## config.mk

```make
export PLATFORM = sky130hd
export DESIGN_NAME = lpm_clk_ctrl
export DESIGN_NICKNAME = d
export VERILOG_FILES = /design/src/rtl/lpm_pkg.sv /design/src/rtl/lpm_wake_detect.sv /design/src/rtl/lpm_settle_timer.sv /design/src/rtl/lpm_enable_gen.sv /design/src/rtl/lpm_clk_ctrl.sv
export SDC_FILE = /design/constraint.sdc
export NUM_CORES = 1
export LEC_CHECK = 0
export BUFFER_PORTS_ARGS = -buffer_cell sky130_fd_sc_hd__buf_2
export CELL_PAD_IN_SITES_DETAIL_PLACEMENT = 2
export CELL_PAD_IN_SITES_GLOBAL_PLACEMENT = 2
export CORE_UTILIZATION = 31
export CTS_CLUSTER_SIZE = 16
export DETAILED_ROUTE_END_ITERATION = 12
export PLACE_DENSITY = 0.88
export SYNTH_ARGS = -nofsm -noshare
export SYNTH_HDL_FRONTEND = slang
export SYNTH_SLANG_ARGS = --single-unit
```

## constraint.sdc

```tcl
create_clock -name clk -period 3.85 [get_ports clk]
set_input_delay 0.1925 -clock clk [delete_from_list [all_inputs] [get_ports clk]]
set_output_delay 0.1925 -clock clk [all_outputs]
set_load 0.02 [all_outputs]
```

## src/rtl/lpm_pkg.sv

```systemverilog
package lpm_pkg;
  typedef enum logic [1:0] {
    ST_RUN    = 2'd0,
    ST_IDLE   = 2'd1,
    ST_PDOWN  = 2'd2,
    ST_SETTLE = 2'd3
  } lpm_state_t;
endpackage

```

## src/rtl/lpm_wake_detect.sv

```systemverilog
module lpm_wake_detect #(
  parameter int N_EXT = 2
) (
  input  logic             irq_req,
  input  logic [N_EXT-1:0] ext_irq,
  input  logic [N_EXT-1:0] ext_irq_en,
  output logic             idle_wake,
  output logic             pdown_wake
);
  logic [N_EXT-1:0] gated;

  // Level-based, clock-free qualification of each external pin.
  for (genvar i = 0; i < N_EXT; i++) begin : g_pin
    assign gated[i] = ext_irq[i] & ext_irq_en[i];
  end

  assign idle_wake  = irq_req;
  assign pdown_wake = |gated;
endmodule

```

## src/rtl/lpm_settle_timer.sv

```systemverilog
module lpm_settle_timer #(
  parameter int SETTLE_CYCLES = 16
) (
  input  logic clk,
  input  logic rst,
  input  logic start,
  output logic done
);
  localparam int CNT_W = (SETTLE_CYCLES > 1) ? $clog2(SETTLE_CYCLES) : 1;
  localparam logic [CNT_W-1:0] LOAD = CNT_W'(SETTLE_CYCLES - 1);

  logic [CNT_W-1:0] cnt_q;
  logic             active_q;

  always_ff @(posedge clk) begin
    if (rst) begin
      cnt_q    <= '0;
      active_q <= 1'b0;
    end else if (start) begin
      cnt_q    <= LOAD;
      active_q <= 1'b1;
    end else if (active_q) begin
      if (cnt_q == '0) active_q <= 1'b0;
      else             cnt_q    <= cnt_q - 1'b1;
    end
  end

  assign done = active_q && (cnt_q == '0);
endmodule

```

## src/rtl/lpm_enable_gen.sv

```systemverilog
module lpm_enable_gen
  import lpm_pkg::*;
(
  input  logic       clk,
  input  logic       rst,
  input  lpm_state_t state_d,
  output logic       cpu_clk_en,
  output logic       per_clk_en,
  output logic       osc_en,
  output logic       idle_mode,
  output logic       pdown_mode
);
  always_ff @(posedge clk) begin
    if (rst) begin
      cpu_clk_en <= 1'b1;
      per_clk_en <= 1'b1;
      osc_en     <= 1'b1;
      idle_mode  <= 1'b0;
      pdown_mode <= 1'b0;
    end else begin
      cpu_clk_en <= (state_d == ST_RUN);
      per_clk_en <= (state_d == ST_RUN) || (state_d == ST_IDLE);
      osc_en     <= (state_d != ST_PDOWN);
      idle_mode  <= (state_d == ST_IDLE);
      pdown_mode <= (state_d == ST_PDOWN) || (state_d == ST_SETTLE);
    end
  end
endmodule

```

## src/rtl/lpm_clk_ctrl.sv

```systemverilog
module lpm_clk_ctrl
  import lpm_pkg::*;
#(
  parameter int N_EXT         = 2,
  parameter int SETTLE_CYCLES = 16
) (
  input  logic             clk,
  input  logic             rst,
  input  logic             ctl_wr,
  input  logic             wr_idle,
  input  logic             wr_pdown,
  input  logic             irq_req,
  input  logic [N_EXT-1:0] ext_irq,
  input  logic [N_EXT-1:0] ext_irq_en,
  output logic             cpu_clk_en,
  output logic             per_clk_en,
  output logic             osc_en,
  output logic             idle_mode,
  output logic             pdown_mode
);
  lpm_state_t state_q, state_d;
  logic idle_wake, pdown_wake, settle_start, settle_done;

  lpm_wake_detect #(.N_EXT(N_EXT)) wake_i (
    .irq_req    (irq_req),
    .ext_irq    (ext_irq),
    .ext_irq_en (ext_irq_en),
    .idle_wake  (idle_wake),
    .pdown_wake (pdown_wake)
  );

  assign settle_start = (state_q == ST_PDOWN) && pdown_wake;

  lpm_settle_timer #(.SETTLE_CYCLES(SETTLE_CYCLES)) timer_i (
    .clk   (clk),
    .rst   (rst),
    .start (settle_start),
    .done  (settle_done)
  );

  always_comb begin
    state_d = state_q;
    unique case (state_q)
      ST_RUN: begin
        if (ctl_wr && wr_pdown)     state_d = ST_PDOWN;  // deep sleep wins
        else if (ctl_wr && wr_idle) state_d = ST_IDLE;
      end
      ST_IDLE:   if (idle_wake)   state_d = ST_RUN;
      ST_PDOWN:  if (pdown_wake)  state_d = ST_SETTLE;
      ST_SETTLE: if (settle_done) state_d = ST_RUN;
      default:                    state_d = ST_RUN;
    endcase
  end

  always_ff @(posedge clk) begin
    if (rst) state_q <= ST_RUN;
    else     state_q <= state_d;
  end

  lpm_enable_gen en_i (
    .clk        (clk),
    .rst        (rst),
    .state_d    (state_d),
    .cpu_clk_en (cpu_clk_en),
    .per_clk_en (per_clk_en),
    .osc_en     (osc_en),
    .idle_mode  (idle_mode),
    .pdown_mode (pdown_mode)
  );
endmodule

```

### Yosys cells after proc, flatten, opt, wreduce, memory -nomap -nowiden

Index checks and enable logic that the tools add are counted.

| word-level totals | value |
|---|---|
| output and inout bits | 5 |
| flip-flop bits (word level) | 12 |
| logic and storage cells | 43 |
| bits of input ports | 10 |

| cells by class | value |
|---|---|
| equal/unequal tests | 8 |
| reductions and logical operators | 12 |
| multiplexer cells | 12 |
| $add $sub $neg | 1 |
| bitwise gates (word level) | 2 |

Operators with widths:

| kind | count |
|---|---|
| $mux W4 | 3 |
| $mux W2 | 5 |
| $eq A2 B2 Y1 const B | 4 |
| $pmux W2 S4 | 1 |
| $eq A2 B1 Y1 const B | 2 |
| $logic_and A1 B1 Y1 | 4 |
| $logic_not A2 Y1 | 2 |
| $logic_not A4 Y1 | 1 |
| $ne A2 B2 Y1 const B | 2 |
| $sub A4 B1 Y4 const B | 1 |
| $mux W1 | 3 |
| $and A1 B1 Y1 | 2 |
| $logic_or A1 B1 Y1 | 2 |
| $reduce_and A2 Y1 | 1 |
| $reduce_bool A2 Y1 | 1 |
| $reduce_or A2 Y1 | 1 |

### Depth between registers and ports, before layout

Gate-level depths: netlist (run 1).

| logic depth | value |
|---|---|
| word-level depth | 6 |
| mapped depth | 5 |
| mapped depth without buffers | 5 |

### By module

A second synthesis (run 1) with hierarchy kept.

| second synthesis, totals | value |
|---|---|
| cells, all modules | 54 |
| area total of the unflattened synthesis | 523.0 µm² |

Modules (own cells, without submodules):

| module | instances | cells an instance | sequential area each (µm²) | area an instance (µm²) |
|---|---|---|---|---|
| lpm_settle_timer | 1 | 28 | 100.1 | 242.7 |
| lpm_enable_gen | 1 | 10 | 100.1 | 137.6 |
| lpm_clk_ctrl | 1 | 14 | 40.0 | 126.4 |
| lpm_wake_detect | 1 | 2 | 0.0 | 16.3 |

### Worst setup path after synthesis (run 1)

OpenSTA, ideal clock, no wires.

| timing | value |
|---|---|
| path type | reg2reg |
| start | register timer_i.cnt_q[0] |
| end | register en_i.cpu_clk_en |
| clock period less this slack | 1.353 ns |
| stages on the path, launching flop included | 6 |
| setup time | 0.115 ns |
| slack | 2.497 ns |
| path buffers | 0 |
| data required time | 3.735 ns |
| arrival | 1.237 ns |
| cells stage by stage | dfxtp_1 -> inv_1 -> ha_1 -> and4bb_1 -> or2_4 -> a31o_1 |

| between the ends | value |
|---|---|
| word-level cells in the longest chain between the ends | 5 |

RTL lines:

| item | line | source |
|---|---|---|
| start, declared | lpm_settle_timer.sv:12 | `logic [CNT_W-1:0] cnt_q;` |
| start signal, assigned | lpm_settle_timer.sv:24 | `else cnt_q <= cnt_q - 1'b1;` |
| $logic_not A4 Y1 | lpm_settle_timer.sv:28 | `assign done = active_q && (cnt_q == '0);` |
| $logic_and A1 B1 Y1 | lpm_settle_timer.sv:28 |  |
| $mux W2 | lpm_clk_ctrl.sv:50 | `ST_SETTLE: if (settle_done) state_d = ST_RUN;` |
| $pmux W2 S4 | lpm_clk_ctrl.sv:43 | `unique case (state_q)` |
| $logic_not A2 Y1 | lpm_enable_gen.sv:21 | `cpu_clk_en <= (state_d == ST_RUN);` |
| end signal, assigned | lpm_enable_gen.sv:21 |  |
| end, declared | lpm_enable_gen.sv:7 | `output logic cpu_clk_en,` |

Every way passes these cells.
A chain may end at the register's enable or synchronous reset.

### Worst setup path after layout (run 1)

| timing | value |
|---|---|
| start | register timer_i.cnt_q[0] |
| end | register timer_i.cnt_q[1] |

| between the ends | value |
|---|---|
| word-level cells in the longest chain between the ends | 4 |
| elaborated cells between the ends (all ways) | 7 |
| classes of those cells | add/sub: 1; eq/ne: 1; mux: 3; reduce/logical: 2 |

RTL lines:

| item | line | source |
|---|---|---|
| $sub A4 B1 Y4 | lpm_settle_timer.sv:24 |  |
| $mux W4 | lpm_settle_timer.sv:23 | `if (cnt_q == '0) active_q <= 1'b0;` |
| $mux W4 | lpm_settle_timer.sv:22 | `end else if (active_q) begin` |
| $mux W4 | lpm_settle_timer.sv:19 | `end else if (start) begin` |

Several ways; a longest one is shown, not always the timed one. The select of a mux whose other input is x is not followed.

==> results.md, run 1 <==
| Metric | This run |
|:---|:---|
| Status | finished clean |
| Share of layout cells above drive strength 1 | 28.4% |
| DIE HEIGHT | 43.9 um |
| Placed Instance Area | 629 um^2 |
| Global Route Usage Sum | 18.0% |
| Peak supply drop | 201 uV |
| Critical path arrival | 1.69 ns |
| Count of buffers inserted at the top-level ports | 14 |
| Ports placed on the boundary | 15 |
| Fraction of the yosys area taken by sequential cells | 44.2% |
| Reg-to-reg critical path endpoint | timer_i.cnt_q[1]$_SDFFE_PP0P_ |
| RD Place Congestion | 0.734 |
| Standard cell core area | 1580 um^2 |
| Detailed router's first-iteration violation count | 8 |
| CTS clock-pin slew for the worst setup and hold paths | 0.07 ns |
| DRT antenna net count | 0 |
| Most common cell after layout, fill and taps aside | sky130_fd_sc_hd__buf_2 |
| Post-Route WL | 1330 um |
| Nets in the synthesized netlist | 69 |
| FF-to-FF setup slack | 2.38 ns |
| Critical R2R Launch | timer_i.cnt_q[0]$_SDFFE_PP0P_ |
| Post-Syn Area | 543 um^2 |
| Antenna violations before repair | 0 |
| Sum of net half-perimeters after detailed placement | 1020 um |
| Total count of max-transition violations in the final report | 0 |
| Total number of H-tree levels | 1 |
| Post-synth EDFFs | 0 |
| Asr flop ratio synth | 0% |
| Critical Path Sink Type | flop |
| CTS root buffer | sky130_fd_sc_hd__clkbuf_4 |
| Number of search-and-repair iterations in the first detailed-routing pass | 3 |
| Vias in the first global route | 514 |
| Flip-flop and latch count after synthesis | 12 |
| Summed area of non-filler cells in the final layout | 666 um^2 |
| Cell count of the worst reg-to-reg path | 5 |
| GRT overflow | 0 |
| Wire length of the first global-routing pass | 2350 um |
| Die ar. | 1920 um^2 |
| Die boundary width | 43.9 um |
| Maximum fanout count along the critical path | 5 |
| Post-CTS Resized | 0 |
| Worst Clk Skew | 0.00135 ns |
| Fin nets | 87 |
| Leakage power | 0.274 nW |
| Type of origin of the critical path | flop |
| Worst Max-Slew Pin Slew | 0.457 ns |
| Clock network latency to the later pin of the worst-skew pair | 0.28 ns |
| TritonCTS clock tree | built |
| Largest buffer count on any clock path | 2 |
| DR vias/cell | 5.58 |
| Number of CTS-inserted buffers | 3 |
| Total clock sinks | 12 |
| Routed via count | 502 |
| Period Utilization, post-route | 38.3% |
| Setup repair after global routing missed its margin | no |
| Tmin final | 1.47 ns |
| Average instance area after synthesis | 9.53 um^2 |
| Tot Pwr | 0.293 mW |
| Antenna diode count | 0 |
| Highest-count cells in the layout ignoring fill and taps | sky130_fd_sc_hd__buf_2, sky130_fd_sc_hd__dfxtp_1, sky130_fd_sc_hd__inv_1, sky130_fd_sc_hd__a21oi_1, sky130_fd_sc_hd__nand2_1 |
| Worst EP required | 4.07 ns |
| Hold Path Class | input pin to flop |
| Number of standard-cell rows in the floorplan | 14 |
| Number of design rule violations left after detail routing | 0 |
| Post-CTS Hold Fix Bufs | 0 |
| Fillers | 193 |
| Worst setup startpoint | timer_i.cnt_q[0]$_SDFFE_PP0P_ |
| Hold Violations, Final | 0 |
| Critical Path Sink | timer_i.cnt_q[1]$_SDFFE_PP0P_ |
| Starting density of the core | 34.4% |
| Maximum number of pins on one net before global-route repair | 13 |
| Flip-flop cell with the highest count after synthesis | sky130_fd_sc_hd__dfxtp_1 |
| Layout overhead on the synthesized area | 22.6% |
| Max Clk Rate | 679 MHz |
| Pwr dens | 440 nW/um^2 |
| Final setup violating endpoints | 0 |
| Remaining max-slew budget at the tightest pin | 69.5% |
| Kind of critical path | flop to flop |
| Count of warnings emitted by yosys | 0 |
| WL/cell | 14.8 um |
| Synth unique cells | 29 |
| Setup TNS after final layout | 0 ns |
| Gate count after technology mapping | 57 |
| Total of max-cap violations | 0 |
| Buffers inserted during post-CTS setup optimization | 0 |
[per-layer routing]
metal	share of wire (%)	global-route usage, %	wire length, um
met1	44	19.4	587
met2	48	27.5	639
met3	3.9	8.75	52
met4	3.8	12.7	51
met5	0	0	0
[metrics by stage]
stage | worst slack [ns] | utilization (%) | hold slack, ns | std cells
2_1_floorplan | 2.50 | - | 0.287 | 57
3_3_place_gp | 2.46 | 39.9 | 0.524 | 86
3_5_place_dp | 2.36 | 39.9 | 0.534 | 86
4_1_cts | 2.33 | 42.2 | 0.230 | 90
5_1_grt | 2.20 | 42.2 | 0.244 | 90
6_report | 2.38 | 42.2 | 0.229 | 90
[cell usage after synthesis (all sizes together) (2+ instances only)]
master | number | area share (%)
ha | 2 | 4.6
inv | 5 | 3.5
a31oi | 3 | 3.5
nand2 | 5 | 3.5
dfxtp | 12 | 44
a211o | 2 | 3.2
a21oi | 5 | 4.6
or2 | 2 | 2.8
nand2b | 2 | 2.3
[worst max-delay path, cell delays in order (launching register included)]
cell,delay (ns)
sky130_fd_sc_hd__dfxtp_1,0.34
sky130_fd_sc_hd__inv_1,0.09
sky130_fd_sc_hd__ha_1,0.22
sky130_fd_sc_hd__nor3b_1,0.43
sky130_fd_sc_hd__o211ai_1,0.17
sky130_fd_sc_hd__a21oi_1,0.16
[layout make-up]
type | instances | area (um^2) | share of cell area (%)
multi-input combinational | 39 | 280 | 42.1
sequential | 12 | 240 | 36.1
timing repair buffer | 14 | 70.1 | 10.5
clock buffer | 4 | 36.3 | 5.45
tap | 16 | 20.0 | 3.01
inverter | 5 | 18.8 | 2.82
[power breakdown]
group,switching (mW),internal (mW)
clock network,0.0439,0.0577
registers,0.00753,0.134
logic,0.0278,0.0225
total,0.0792,0.214
[sequential cells by signal, indices dropped and copies added (netlist names)]
| signal | count |
|---|---|
| en_i.cpu_clk_en | 1 |
| timer_i.cnt_q | 4 |
| state_q | 2 |
| en_i.pdown_mode | 1 |
| en_i.per_clk_en | 1 |
| en_i.idle_mode | 1 |
| timer_i.active_q | 1 |
| en_i.osc_en | 1 |
[worst min path at each step]
stage	cells after the start	from	to
2_1_floorplan	1	rst	en_i.osc_en$_SDFF_PP1_
3_3_place_gp	2	rst	timer_i.cnt_q[1]$_SDFFE_PP0P_
3_5_place_dp	2	rst	timer_i.active_q$_SDFF_PP0_
4_1_cts	2	rst	timer_i.active_q$_SDFF_PP0_
5_1_grt	2	rst	timer_i.active_q$_SDFF_PP0_
6_report	2	rst	timer_i.active_q$_SDFF_PP0_
[cells by family after synthesis]
family | synth area share [%]
adder cells (fa/ha/maj) | 4.61
AO/OA/AOI/OAI | 22.6
multiplexers | 1.84
AND/OR/NAND/NOR | 22.6
buffers and inverters | 4.15
flip-flops | 44.2
Note: power is estimated with default switching activity, not from simulation.
==> run 2, diff against run 1 <==
- CORE_UTILIZATION: 31 -> 28
- PLACE_DENSITY: 0.88 -> 0.81
- clock period: 3.85 -> 1.4 ns (I/O delays scaled with it)
==> run 2 against run 1 <==
Fmax grew 11%. Critical path depth unchanged. Critical path type unchanged. Highest routed layer unchanged. Routed wire length rose by 14%.
==> results.md, run 2 (synthesized netlist as in run 1, its figures left out) <==
| Metric | This run |
|:---|:---|
| Final setup margin | 0.0667 ns |
| FF-to-FF setup slack | 0.07 ns |
| Largest buffer count on any clock path | 2 |
| TritonCTS clock tree | built |
| Worst setup startpoint | timer_i.cnt_q[0]$_SDFFE_PP0P_ |
| Number of standard-cell rows in the floorplan | 15 |
| Critical path arrival | 1.50 ns |
| Critical Path Sink | en_i.cpu_clk_en$_SDFF_PP1_ |
| Met1 GRT Util | 20.5% |
| Kind of critical path | flop to flop |
| Hold Path Class | input pin to flop |
| Clock network latency to the later pin of the worst-skew pair | 0.28 ns |
| Ports placed on the boundary | 15 |
| Sum of net half-perimeters after detailed placement | 1020 um |
| Most common cell after layout, fill and taps aside | sky130_fd_sc_hd__buf_2 |
| Number of design rule violations left after detail routing | 0 |
| GRT overflow | 0 |
| Period Utilization, post-route | 95.2% |
| CTS clock-pin slew for the worst setup and hold paths | 0.08 ns |
| WL/cell | 14.7 um |
| Maximum number of pins on one net before global-route repair | 13 |
| Worst Clk Skew | 0.00688 ns |
| DIE HEIGHT | 46.0 um |
| Final setup violating endpoints | 0 |
| Global Route met3 Usage | 5.95% |
| Met2 Resource Use GR | 29.3% |
| Global Route Usage Sum | 17.4% |
| Max Clk Rate | 750 MHz |
| Reg-to-reg critical path endpoint | en_i.cpu_clk_en$_SDFF_PP1_ |
| Flip-flop count of the largest register, all copies and words added | 4 |
| Die boundary width | 46.0 um |
| Slowest Stage Delay on Critical Path | 0.35 ns |
| Remaining max-slew budget at the tightest pin | 79.4% |
| Pwr dens | 1150 nW/um^2 |
| Non-filler cells, final | 103 |
| Antenna diode count | 0 |
| Peak supply drop | 661 uV |
| Post-Route WL | 1520 um |
| Vias in the first global route | 542 |
| DR vias/cell | 4.93 |
| Utilization of the core after routing | 41.1% |
| Worst hold slack | 0.119 ns |
| Fillers | 213 |
| Critical R2R Launch | timer_i.cnt_q[0]$_SDFFE_PP0P_ |
| Crit-path slowest cell | sky130_fd_sc_hd__dfxtp_1 |
| Worst Max-Slew Pin Slew | 0.308 ns |
| Worst slack after detailed placement | -0.0674 ns |
| Tmin final | 1.33 ns |
| Critical Path Sink Type | flop |
| CTS root buffer | sky130_fd_sc_hd__clkbuf_4 |
| DRT antenna net count | 0 |
| Crit-path cells | inv_2 -> ha_4 -> and4bb_1 -> or2_4 -> a31o_1 |
| Cell count of the worst reg-to-reg path | 5 |
| Maximum fanout count along the critical path | 5 |
| Starting density of the core | 30.8% |
| Total count of max-transition violations in the final report | 0 |
| Fin nets | 91 |
| Status | finished clean |
| Register area | 241 um^2 |
| Registers with the highest flip-flop counts | timer_i.cnt_q (4), state_q (2) |
| Detailed router's first-iteration violation count | 8 |
| Setup TNS after final layout | 0 ns |
| Total number of H-tree levels | 1 |
| Leakage power | 0.299 nW |
| Die ar. | 2120 um^2 |
| Highest-count cells in the layout ignoring fill and taps | sky130_fd_sc_hd__buf_2, sky130_fd_sc_hd__dfxtp_1, sky130_fd_sc_hd__a21oi_1, sky130_fd_sc_hd__nand2_1, sky130_fd_sc_hd__buf_4 |
| Standard cell core area | 1760 um^2 |
| Worst EP required | 1.57 ns |
| RD Place Congestion | 0.708 |
| Area occupied by multi-input gates | 298 um^2 |
| Register name with the most flops | timer_i.cnt_q |
| Total of max-cap violations | 0 |
| Number of search-and-repair iterations in the first detailed-routing pass | 4 |
| Total clock sinks | 12 |
| Type of origin of the critical path | flop |
| Cell Count Post-Placement | 97 |
| Antenna violations before repair | 0 |
| Wire length of the first global-routing pass | 2490 um |
| Hold Violations, Final | 0 |
| Routed via count | 508 |
| Count of buffers inserted at the top-level ports | 14 |
| Layout overhead on the synthesized area | 33.6% |
| Most used routing layer | met2 |
| Number of CTS-inserted buffers | 3 |
| Share of layout cells above drive strength 1 | 38.5% |
[run 2: cell types whose count changed in the layout (fill, tap and decap cells not counted)]
cell                      previous run  this run
sky130_fd_sc_hd__dfxtp_2             0         1
sky130_fd_sc_hd__inv_1               5         3
sky130_fd_sc_hd__ha_4                0         1
sky130_fd_sc_hd__buf_4               0         4
sky130_fd_sc_hd__nor3b_1             1         0
sky130_fd_sc_hd__ha_1                2         1
sky130_fd_sc_hd__nor3b_2             0         1
sky130_fd_sc_hd__inv_2               0         2
sky130_fd_sc_hd__dfxtp_1            12        11
[run 2: worst min path at each step]
stage | slack (ns) | start | depth (start not counted) | endpoint
floorplan | 0.16 | rst | 1 | en_i.osc_en$_SDFF_PP1_
global placement | 0.40 | rst | 2 | timer_i.active_q$_SDFF_PP0_
detailed placement | 0.41 | rst | 2 | timer_i.active_q$_SDFF_PP0_
CTS | 0.11 | rst | 2 | timer_i.cnt_q[2]$_SDFFE_PP0P_
global route | 0.13 | rst | 2 | en_i.idle_mode$_SDFF_PP0_
finish | 0.12 | rst | 2 | timer_i.cnt_q[2]$_SDFFE_PP0P_
[run 2: power breakdown]
part / internal [mW] / switching (mW)
sequential: 0.368 / 0.0216
combinational: 0.0806 / 0.0870
clock: 0.158 / 0.117
total: 0.607 / 0.226
[run 2: area by class of cell]
type / count / area share [%]
inverters: 5 / 2.59
multi-input cells: 39 / 41.0
clock buffers: 4 / 5.00
well taps: 25 / 4.31
flip-flops and latches: 12 / 33.3
repair buffers: 18 / 13.8
[run 2: worst max-delay path: cells and delay by family (launching register included)]
kind,cells,cell delay (ns)
AOI/OAI and AO/OA,1,0.18
adders and majority gates,1,0.17
buffers and inverters,1,0.06
DFF,1,0.35
and+or+nand+nor,2,0.47
[run 2: metrics by stage]
step	cell area (um^2)	total power, mW
3_3_place_gp	656	0.536
3_5_place_dp	656	0.541
6_report	726	0.833
5_1_grt	726	0.892
4_1_cts	699	0.832
2_1_floorplan	543	0.486
[run 2: metal layers]
metal,part of all wire (%),vias up
met1,45,248
met2,50,8
met5,0,-
met4,1.1,0
met3,3.1,2
li1,-,250
[run 2: timing repair]
item / 4_1_cts / 5_1_grt
pin swaps: 1 / 3
hold buffers: 0 / 0
endpoints found under the setup margin: 4 / 5
gates resized for setup: 2 / 4
setup buffers: 0 / 2
==> run 3, diff against run 2 <==
- ABC_CLOCK_PERIOD_IN_PS: unset -> 1500
- CTS_CLUSTER_DIAMETER: unset -> 120
- clock period: 1.4 -> 1.5 ns (I/O delays scaled with it)
==> run 3 against run 2 <==
Count of clock-buffer cells in the layout is the same. Routed wire length decreased by 7.9%. Global-route usage decreased by 1.1 points. Critical path depth is the same. First-iteration DRC count fell by 38%. Cell count fell by 3.9%. Fmax fell by 5.6%. Combinational power shrank 21%. Critical path type unchanged. Critical endpoint unchanged.
==> results.md, run 3 (synthesized netlist as in run 1, its figures left out) <==
| Metric | This run |
|:---|:---|
| Peak supply drop | 522 uV |
| Largest buffer count on any clock path | 2 |
| Register name with the most flops | timer_i.cnt_q |
| Part of the power in the clock network | 34.0% |
| Placed Instance Area | 641 um^2 |
| Total number of H-tree levels | 1 |
| Kind of critical path | flop to flop |
| Utilization of the core after routing | 38.8% |
| Slowest Stage Delay on Critical Path | 0.35 ns |
| Registers with the highest flip-flop counts | timer_i.cnt_q (4), state_q (2) |
| Total count of max-transition violations in the final report | 0 |
| Fillers | 217 |
| Type of origin of the critical path | flop |
| Portion of total power attributed to combinational logic | 17.5% |
| Routed via count | 487 |
| WL/cell | 14.1 um |
| CTS clock-pin slew for the worst setup and hold paths | 0.07 ns |
| Wire length of the first global-routing pass | 2360 um |
| Worst EP required | 1.67 ns |
| Startpoint of the tightest hold check path | rst |
| Post-CTS Resized | 0 |
| Maximum number of pins on one net before global-route repair | 13 |
| Internal | 0.551 mW |
| Post-CTS Hold Fix Bufs | 0 |
| Buffers inserted during post-CTS setup optimization | 0 |
| Critical Path Sink Type | flop |
| Maximum fanout count along the critical path | 5 |
| Power spent charging and discharging nets | 0.201 mW |
| Register area | 243 um^2 |
| Tot Pwr | 0.752 mW |
| Vias in the first global route | 532 |
| Starting density of the core | 30.8% |
| Sum of net half-perimeters after detailed placement | 1050 um |
| Detailed router's first-iteration violation count | 5 |
| Area occupied by multi-input gates | 285 um^2 |
| Antenna diode count | 0 |
| Final setup violating endpoints | 0 |
| Crit-path cells | inv_1 -> ha_1 -> and4bb_1 -> or2_4 -> a31o_1 |
| Number of CTS-inserted buffers | 3 |
| Switching share of power | 26.7% |
| Setup TNS after final layout | 0 ns |
| Leakage power | 0.278 nW |
| Number of search-and-repair iterations in the first detailed-routing pass | 4 |
| DRT antenna net count | 0 |
| Tmin final | 1.41 ns |
| Status | finished clean |
| Critical path arrival | 1.58 ns |
| GRT overflow | 0 |
| Number of standard-cell rows in the floorplan | 15 |
| Period Utilization, post-route | 94.1% |
| Remaining max-slew budget at the tightest pin | 78.4% |
| Hold Path Class | input pin to flop |
| Worst Max-Slew Pin Slew | 0.323 ns |
| DIE HEIGHT | 46.0 um |
| Count of buffers inserted at the top-level ports | 14 |
| Clock network latency to the later pin of the worst-skew pair | 0.27 ns |
| Ports placed on the boundary | 15 |
| RD Place Congestion | 0.746 |
| CTS root buffer | sky130_fd_sc_hd__clkbuf_4 |
| Die ar. | 2120 um^2 |
| Combined buffer and inverter count along the critical path | 1 |
| Setup repair after global routing missed its margin | no |
| TritonCTS clock tree | built |
| Layout overhead on the synthesized area | 26.0% |
| DR vias/cell | 4.92 |
| Post-Route WL | 1400 um |
| Critical R2R Launch | timer_i.cnt_q[0]$_SDFFE_PP0P_ |
| Crit-path slowest cell | sky130_fd_sc_hd__dfxtp_2 |
| Sequential Power Share | 48.5% |
| Pwr dens | 1100 nW/um^2 |
| Total clock sinks | 12 |
| Global Route Usage Sum | 16.3% |
| Most common cell after layout, fill and taps aside | sky130_fd_sc_hd__buf_2 |
| Hold Violations, Final | 0 |
| Kind of cell with the highest combined delay on the critical path | simple AND/OR/NAND/NOR gates |
| Standard cell core area | 1760 um^2 |
| Antenna violations before repair | 0 |
| Flip-flop count of the largest register, all copies and words added | 4 |
| Worst hold slack | 0.122 ns |
| Number of design rule violations left after detail routing | 0 |
| Total of max-cap violations | 0 |
| Summed area of non-filler cells in the final layout | 684 um^2 |
| Worst Clk Skew | 0.000795 ns |
| Worst setup startpoint | timer_i.cnt_q[0]$_SDFFE_PP0P_ |
| Die boundary width | 46.0 um |
| Share of layout cells above drive strength 1 | 32.4% |
| Fin nets | 87 |
| Max Clk Rate | 708 MHz |
| Highest-count cells in the layout ignoring fill and taps | sky130_fd_sc_hd__buf_2, sky130_fd_sc_hd__dfxtp_1, sky130_fd_sc_hd__inv_1, sky130_fd_sc_hd__a21oi_1, sky130_fd_sc_hd__nand2_1 |
## run 3: changes by cell type in the layout (fill, tap and decap cells not counted), sizes merged
cell	delta
buf	-4
## run 3: worst paths after layout
path / endpoint / slack [ns] / depth (start not counted)
setup / recovery: en_i.cpu_clk_en$_SDFF_PP1_ / 0.09 / 5
hold / removal: timer_i.cnt_q[0]$_SDFFE_PP0P_ / 0.12 / 2
setup reg to reg: en_i.cpu_clk_en$_SDFF_PP1_ / 0.09 / 5
hold reg to reg: timer_i.cnt_q[0]$_SDFFE_PP0P_ / 0.52 / 2
## run 3: layer usage
layer | up-vias | wire (um) | GRT usage, %
met2 | 9 | 714 | 27.3
met1 | 233 | 620 | 18.9
met5 | - | 0 | 0
li1 | 243 | - | -
met3 | 2 | 42 | 5.95
met4 | 0 | 17 | 5.29
## run 3: worst register-to-register path, cell delays in order (launching register included)
cell                       delay (ns)
sky130_fd_sc_hd__dfxtp_2         0.35
sky130_fd_sc_hd__inv_1           0.06
sky130_fd_sc_hd__ha_1            0.24
sky130_fd_sc_hd__and4bb_1        0.24
sky130_fd_sc_hd__or2_4           0.25
sky130_fd_sc_hd__a31o_1          0.17
## run 3: power by group through the flow
stage | Clock (mW) | Combinational [mW] | Sequential [mW]
2_1_floorplan | 0 | 0.0728 | 0.380
3_3_place_gp | 0 | 0.126 | 0.370
3_5_place_dp | 0 | 0.130 | 0.371
4_1_cts | 0.265 | 0.131 | 0.364
5_1_grt | 0.288 | 0.146 | 0.369
6_report | 0.256 | 0.132 | 0.365
## run 3: final cells by class
type | instances | share of cell area [%]
repair buffers | 14 | 10.2
inverters | 5 | 2.74
flip-flops and latches | 12 | 35.5
multi-input cells | 39 | 41.7
well taps | 25 | 4.57
clock buffers | 4 | 5.30
## run 3: metrics by stage
step                      setup slack [ns]  instances
after floorplan                      0.147         57
after global placement              0.0969         95
after detailed placement            0.0525         95
after CTS                           0.0313         99
after global routing                0.0102         99
final                               0.0882         99
